File: src/rtl/atwd_pkg.sv
`timescale 1ns/1ps
package atwd_pkg;

  typedef enum logic [1:0] {
    TGT_CHAR = 2'd0,
    TGT_CTRL = 2'd1,
    TGT_FONT = 2'd2,
    TGT_NONE = 2'd3
  } tgt_e;

  typedef enum logic [2:0] {
    ST_IDLE   = 3'd0,
    ST_HI     = 3'd1,
    ST_LO     = 3'd2,
    ST_AFTER  = 3'd3,
    ST_STREAM = 3'd4
  } st_e;

endpackage

File: src/rtl/atwd_tag_classify.sv
`timescale 1ns/1ps
module atwd_tag_classify #(
  parameter int BYTE_W = 8,
  parameter int HI_W   = 4,
  parameter int LO_W   = 5
) (
  input  logic [BYTE_W-1:0] byte_in,
  output logic              is_hi,
  output logic              mode_bit,
  output logic [HI_W-1:0]   hi_val,
  output logic [LO_W-1:0]   lo_val
);
  // Top bit: high (row/segment) address versus low (column/line) address.
  // Next bit: font space for a high byte, streaming request for a low byte.
  always_comb begin
    is_hi    = byte_in[BYTE_W-1];
    mode_bit = byte_in[BYTE_W-2];
    hi_val   = byte_in[HI_W-1:0];
    lo_val   = byte_in[LO_W-1:0];
  end
endmodule

File: src/rtl/atwd_pointer.sv
`timescale 1ns/1ps
module atwd_pointer #(
  parameter int HI_W   = 4,
  parameter int LO_W   = 5,
  parameter int LINE_W = 4
) (
  input  logic            clk,
  input  logic            rst,
  input  logic            font,
  input  logic            load_hi,
  input  logic [HI_W-1:0] hi_in,
  input  logic            load_lo,
  input  logic [LO_W-1:0] lo_in,
  input  logic            inc,
  output logic [HI_W-1:0] hi,
  output logic [LO_W-1:0] lo
);
  localparam logic [LO_W-1:0] COL_TOP  = {LO_W{1'b1}};
  localparam logic [LO_W-1:0] LINE_TOP = LO_W'((1 << LINE_W) - 1);

  logic [LO_W-1:0] lo_top;
  logic [LO_W-1:0] lo_masked;

  always_comb begin
    lo_top    = font ? LINE_TOP : COL_TOP;
    lo_masked = font ? (lo_in & LINE_TOP) : lo_in;
  end

  always_ff @(posedge clk) begin
    if (rst) begin
      hi <= '0;
      lo <= '0;
    end else begin
      if (load_hi) hi <= hi_in;
      if (load_lo) begin
        lo <= lo_masked;
      end else if (inc) begin
        if (lo == lo_top) begin
          lo <= '0;
          hi <= hi + 1'b1;
        end else begin
          lo <= lo + 1'b1;
        end
      end
    end
  end
endmodule

File: src/rtl/atwd_map_check.sv
`timescale 1ns/1ps
module atwd_map_check
  import atwd_pkg::*;
#(
  parameter int HI_W      = 4,
  parameter int LO_W      = 5,
  parameter int LINE_W    = 4,
  parameter int CHAR_ROWS = 10,
  parameter int CHAR_COLS = 24,
  parameter int RCTL_COL  = 30,
  parameter int CTRL_ROW  = 10,
  parameter int CTRL_COLS = 13,
  localparam int ADDR_W   = HI_W + LO_W
) (
  input  logic              font,
  input  logic [HI_W-1:0]   hi,
  input  logic [LO_W-1:0]   lo,
  output tgt_e              tgt,
  output logic [ADDR_W-1:0] addr
);
  localparam logic [HI_W-1:0] ROWS_LIM  = HI_W'(CHAR_ROWS);
  localparam logic [HI_W-1:0] CROW      = HI_W'(CTRL_ROW);
  localparam logic [LO_W-1:0] COLS_LIM  = LO_W'(CHAR_COLS);
  localparam logic [LO_W-1:0] RCTL_LO   = LO_W'(RCTL_COL);
  localparam logic [LO_W-1:0] CCOLS_LIM = LO_W'(CTRL_COLS);

  always_comb begin
    tgt  = TGT_NONE;
    addr = {hi, lo};
    if (font) begin
      tgt  = TGT_FONT;
      addr = ADDR_W'({hi, lo[LINE_W-1:0]});
    end else if (hi < ROWS_LIM) begin
      if (lo < COLS_LIM)      tgt = TGT_CHAR;
      else if (lo >= RCTL_LO) tgt = TGT_CTRL;
    end else if (hi == CROW && lo < CCOLS_LIM) begin
      tgt = TGT_CTRL;
    end
  end
endmodule

File: src/rtl/addr_tag_write_decoder.sv
`timescale 1ns/1ps
module addr_tag_write_decoder
  import atwd_pkg::*;
#(
  parameter int BYTE_W    = 8,
  parameter int HI_W      = 4,
  parameter int LO_W      = 5,
  parameter int LINE_W    = 4,
  parameter int FONT_W    = 5,
  parameter int CHAR_ROWS = 10,
  parameter int CHAR_COLS = 24,
  parameter int RCTL_COL  = 30,
  parameter int CTRL_ROW  = 10,
  parameter int CTRL_COLS = 13,
  localparam int ADDR_W   = HI_W + LO_W
) (
  input  logic              clk,
  input  logic              rst,
  input  logic              byte_valid,
  input  logic [BYTE_W-1:0] rx_byte,
  input  logic              txn_start,
  input  logic              txn_stop,
  output logic              wr_en,
  output logic [1:0]        wr_tgt,
  output logic [ADDR_W-1:0] wr_addr,
  output logic [BYTE_W-1:0] wr_data
);
  st_e state, state_eff, state_nxt;
  logic font_q, font_nxt;

  logic            is_hi, mode_bit;
  logic [HI_W-1:0] hi_val, ptr_hi;
  logic [LO_W-1:0] lo_val, ptr_lo;

  logic load_hi, load_lo, do_inc, do_write;
  tgt_e              map_tgt;
  logic [ADDR_W-1:0] map_addr;
  logic [BYTE_W-1:0] data_sel;

  atwd_tag_classify #(.BYTE_W(BYTE_W), .HI_W(HI_W), .LO_W(LO_W)) u_cls (
    .byte_in (rx_byte),
    .is_hi   (is_hi),
    .mode_bit(mode_bit),
    .hi_val  (hi_val),
    .lo_val  (lo_val)
  );

  atwd_pointer #(.HI_W(HI_W), .LO_W(LO_W), .LINE_W(LINE_W)) u_ptr (
    .clk    (clk),
    .rst    (rst),
    .font   (font_q),
    .load_hi(load_hi),
    .hi_in  (hi_val),
    .load_lo(load_lo),
    .lo_in  (lo_val),
    .inc    (do_inc),
    .hi     (ptr_hi),
    .lo     (ptr_lo)
  );

  atwd_map_check #(
    .HI_W(HI_W), .LO_W(LO_W), .LINE_W(LINE_W),
    .CHAR_ROWS(CHAR_ROWS), .CHAR_COLS(CHAR_COLS), .RCTL_COL(RCTL_COL),
    .CTRL_ROW(CTRL_ROW), .CTRL_COLS(CTRL_COLS)
  ) u_map (
    .font(font_q),
    .hi  (ptr_hi),
    .lo  (ptr_lo),
    .tgt (map_tgt),
    .addr(map_addr)
  );

  // Decode step: a start restarts decoding with the current byte;
  // a stop discards the current byte.
  always_comb begin
    state_eff = txn_start ? ST_IDLE : state;
    state_nxt = state_eff;
    font_nxt  = font_q;
    load_hi   = 1'b0;
    load_lo   = 1'b0;
    do_inc    = 1'b0;
    do_write  = 1'b0;
    if (txn_stop) begin
      state_nxt = ST_IDLE;
    end else if (byte_valid) begin
      case (state_eff)
        ST_IDLE: begin
          if (is_hi) begin
            load_hi   = 1'b1;
            font_nxt  = mode_bit;
            state_nxt = ST_HI;
          end
        end
        ST_HI: begin
          if (is_hi) begin
            load_hi  = 1'b1;
            font_nxt = mode_bit;
          end else begin
            load_lo   = 1'b1;
            state_nxt = mode_bit ? ST_STREAM : ST_LO;
          end
        end
        ST_LO: begin
          do_write  = 1'b1;
          state_nxt = ST_AFTER;
        end
        ST_AFTER: begin
          if (is_hi) begin
            load_hi   = 1'b1;
            font_nxt  = mode_bit;
            state_nxt = ST_HI;
          end else if (!mode_bit) begin
            load_lo   = 1'b1;
            state_nxt = ST_LO;
          end
        end
        ST_STREAM: begin
          do_write = 1'b1;
          do_inc   = 1'b1;
        end
        default: state_nxt = ST_IDLE;
      endcase
    end
  end

  always_comb begin
    if (font_q) data_sel = BYTE_W'(rx_byte[FONT_W-1:0]);
    else        data_sel = rx_byte;
  end

  always_ff @(posedge clk) begin
    if (rst) begin
      state   <= ST_IDLE;
      font_q  <= 1'b0;
      wr_en   <= 1'b0;
      wr_tgt  <= TGT_NONE;
      wr_addr <= '0;
      wr_data <= '0;
    end else begin
      state  <= state_nxt;
      font_q <= font_nxt;
      wr_en  <= do_write && (map_tgt != TGT_NONE);
      if (do_write) begin
        wr_tgt  <= map_tgt;
        wr_addr <= map_addr;
        wr_data <= data_sel;
      end
    end
  end
endmodule

File: config.mk
export PLATFORM = sky130hd
export DESIGN_NAME = addr_tag_write_decoder
export DESIGN_NICKNAME = d
export VERILOG_FILES = /design/src/rtl/atwd_pkg.sv /design/src/rtl/atwd_tag_classify.sv /design/src/rtl/atwd_pointer.sv /design/src/rtl/atwd_map_check.sv /design/src/rtl/addr_tag_write_decoder.sv
export SDC_FILE = /design/constraint.sdc
export NUM_CORES = 1
export LEC_CHECK = 0
export ABC_CLOCK_PERIOD_IN_PS = 2800
export BUFFER_PORTS_ARGS = -buffer_cell sky130_fd_sc_hd__buf_2
export CAP_MARGIN = 20
export CORE_ASPECT_RATIO = 0.8
export CORE_UTILIZATION = 50
export CTS_CLUSTER_SIZE = 40
export DETAILED_ROUTE_END_ITERATION = 12
export HOLD_SLACK_MARGIN = 0.12
export PLACE_DENSITY = 0.74
export SLEW_MARGIN = 30
export SYNTH_ARGS = -nofsm -noshare
export SYNTH_HDL_FRONTEND = slang
export SYNTH_HIERARCHICAL = 1
export SYNTH_SLANG_ARGS = --single-unit
File: constraint.sdc
create_clock -name clk -period 2.8 [get_ports clk]
set_input_delay 0.28 -clock clk [delete_from_list [all_inputs] [get_ports clk]]
set_output_delay 0.28 -clock clk [all_outputs]
set_load 0.02 [all_outputs]
==> out/metrics.csv <==
metric;value;unit
outcome;finished clean;
Area Overhead vs Synth;7.24;%
layout cells sized above 1;0.278;
Routed Antenna Nets;0;
clk slew on worst S/H paths;0.07;ns
initial antenna violation count;0;
dominant synthesized flop cell;dfxtp_1;
Worst Path Class, Setup;reg2reg;
peak supply drop;0.346;mV
Synth top area share;0.354;
Yosys reg bits;33;
# diodes;0;
sequential fraction of the synthesis area;0.354;
DPL Wire Length;2700;um
drt initial violations;106;
total track usage;0.210;
Worst Path Max Fanout;8;
H-Tree Depth;2;
CTS resizes;0;
Boundary Pins;33;
first-pass GRT wire length;6520;um
CP Data Arrival Time;2.48;ns
cell with the most instances after synthesis;dfxtp_1;
Reg power frac;0.517;
final hold vios;0;
worst slew pin tran;0.864;ns
Ys Warns;6;
max cap viols;0;
CTS tree;built;
Core ar.;3490;um^2
Routed WL per cell;14.8;um
largest net degree at the start of global routing;35;
number of remaining DRC errors;0;
port bufs;32;
fmax;439;MHz
cts bufs inserted;5;
# hold bufs at CTS;0;
clk_lat worst skew;0.28;ns
root buffer cell;clkbuf_8;
total gr overflow;0;
final period utilization;0.813;
vias in the first global route;1344;
ranking of synthesized cells by area;dfxtp_1 35%, buf_4 7.2%, a21oi_1 6.7%;
HP Class;in2reg;
synthesized cell area;1870;um^2
Clk pwr share;0.420;
DRT Pass-1 Iters;4;
top post-synthesis cells by count;33 x dfxtp_1, 25 x a21oi_1, 18 x buf_4;
Max Root-Sink Buffers;2;
largest family of logic cells by synthesized area;simple AND/OR/NAND/NOR gates;
Comb power frac;0.063;
Placer Congestion;0.896;
post-synthesis adder-cell area fraction;0.0134;
Final Max Slew Viols;0;
Post-synth EDFFs;0;
via count;1534;
Power Density;463;nW/um^2
relative slew slack;0.421;
crit path launch type;register;
site row count;19;
Die Y;56.7;um
Die W;70.3;um
Post-CTS Setup Inserts;0;
multiplexer share of the synthesized area;0.0697;
cell taking the most area after synthesis;dfxtp_1;
clock skew;0.00514;ns
Leakage;0.770;nW
Initial Util;0.534;
internal power;0.000718;W
Async SR Flop Fraction;0;
count of different cell masters after synthesis;53;
Syn Nets;227;
Switching Power;0.000210;W
Post-Syn Instances;212;
RSZ-0062 raised after global routing;false;
# setup viols final;0;
Final TNS setup;0;ns
Mapped Avg Cell Area;8.81;um^2
DIE AREA;3980;um^2
Num Clock Sinks;33;
Final nets;237;
Post-Synth XOR/XNOR Area;0.0409;
WL final;3930;um
Final Critical Period;2.28;ns
Avg Vias per Cell;5.79;
CP endpoint kind;register;
final core occ;0.573;
switching fraction of total power;0.226;
Req. time, crit path;3.01;ns
Compound-Gate Fraction of Synth Area;0.197;
Simple-Gate Fraction of Synth Area;0.200;
[layer usage]
metal | GRT usage | wire, um | vias to the layer above
li1 | - | - | 769
met1 | 0.324 | 1890 | 698
met2 | 0.288 | 1650 | 64
met3 | 0.0485 | 363 | 3
met4 | 0.0543 | 22 | 0
met5 | 0 | 0 | -
[power groups by stage]
stage | combinational, W | clock (W) | sequential [W]
floorplan | 0.0000507 | 0 | 0.000487
global placement | 0.0000568 | 0 | 0.000490
detailed placement | 0.0000573 | 0 | 0.000490
CTS | 0.0000578 | 0.000406 | 0.000479
global route | 0.0000636 | 0.000426 | 0.000480
finish | 0.0000587 | 0.000390 | 0.000479
[placed cells by master, fill, tap and decap left out, types with 4 or more instances in the layout]
cell type / netlist / routed
clkbuf_8: 0 / 7
nor2_1: 8 / 8
a211oi_1: 5 / 5
a21oi_1: 25 / 25
nand3_1: 17 / 17
dfxtp_1: 33 / 33
o21ai_0: 10 / 10
o21ai_1: 8 / 8
inv_1: 5 / 5
buf_4: 18 / 4
nand2_1: 7 / 7
mux2_2: 4 / 4
mux2i_1: 7 / 7
buf_2: 7 / 32
[layout make-up]
cell class	instances	area, um^2
Inverter	5	18.8
Clock buffer	7	96.3
Tap cell	42	52.6
Timing Repair Buffer	36	190
Multi-Input combinational cell	141	978
Clock inverter	1	5.00
Fill cell	308	1490
Sequential cell	33	661
[worst max-delay path: stages (launching register included)]
cell     delay (ns)
dfxtp_1        0.38
or4b_1         0.56
nor3b_2        0.46
nor2b_4        0.28
a32oi_1        0.11
or2_2          0.29
a21oi_1        0.11
[state kept, by name, summed over array words and instances, names as in the netlist]
| name | cells |
|---|---|
| wr_data | 8 |
| wr_addr | 9 |
| wr_tgt | 2 |
| state | 3 |
| u_ptr/hi | 4 |
| wr_en | 1 |
| u_ptr/lo | 5 |
| font_q | 1 |
[logic make-up after synthesis]
family | count (synthesis)
AOI/OAI and AO/OA | 61
and+or+nand+nor | 59
xor gates and xnor gates | 7
adders and majority gates | 2
buffers and inverters | 38
muxes | 12
DFF | 33
[per-stage QoR]
stage	setup WS [ns]	area, um^2	std cells	hold WS (ns)	total power (W)
finish	0.524	2000	265	0.284	0.000927
global route	0.365	2000	265	0.282	0.000969
CTS	0.536	2000	265	0.269	0.000943
detailed placement	0.480	1900	257	0.445	0.000547
global placement	0.567	1900	257	0.441	0.000547
floorplan	0.642	1870	212	0.358	0.000538
[final timing paths]
check	startpoint	end	slack [ns]	cells after the start
hold reg to reg	wr_tgt[0]	wr_tgt[0]	0.46	1
setup reg to reg	state[0]	u_ptr/lo[4]	0.52	6
setup / recovery	state[0]	u_ptr/lo[4]	0.52	6
hold / removal	txn_stop	state[0]	0.28	2
Note: power is estimated with default switching activity, not from simulation.
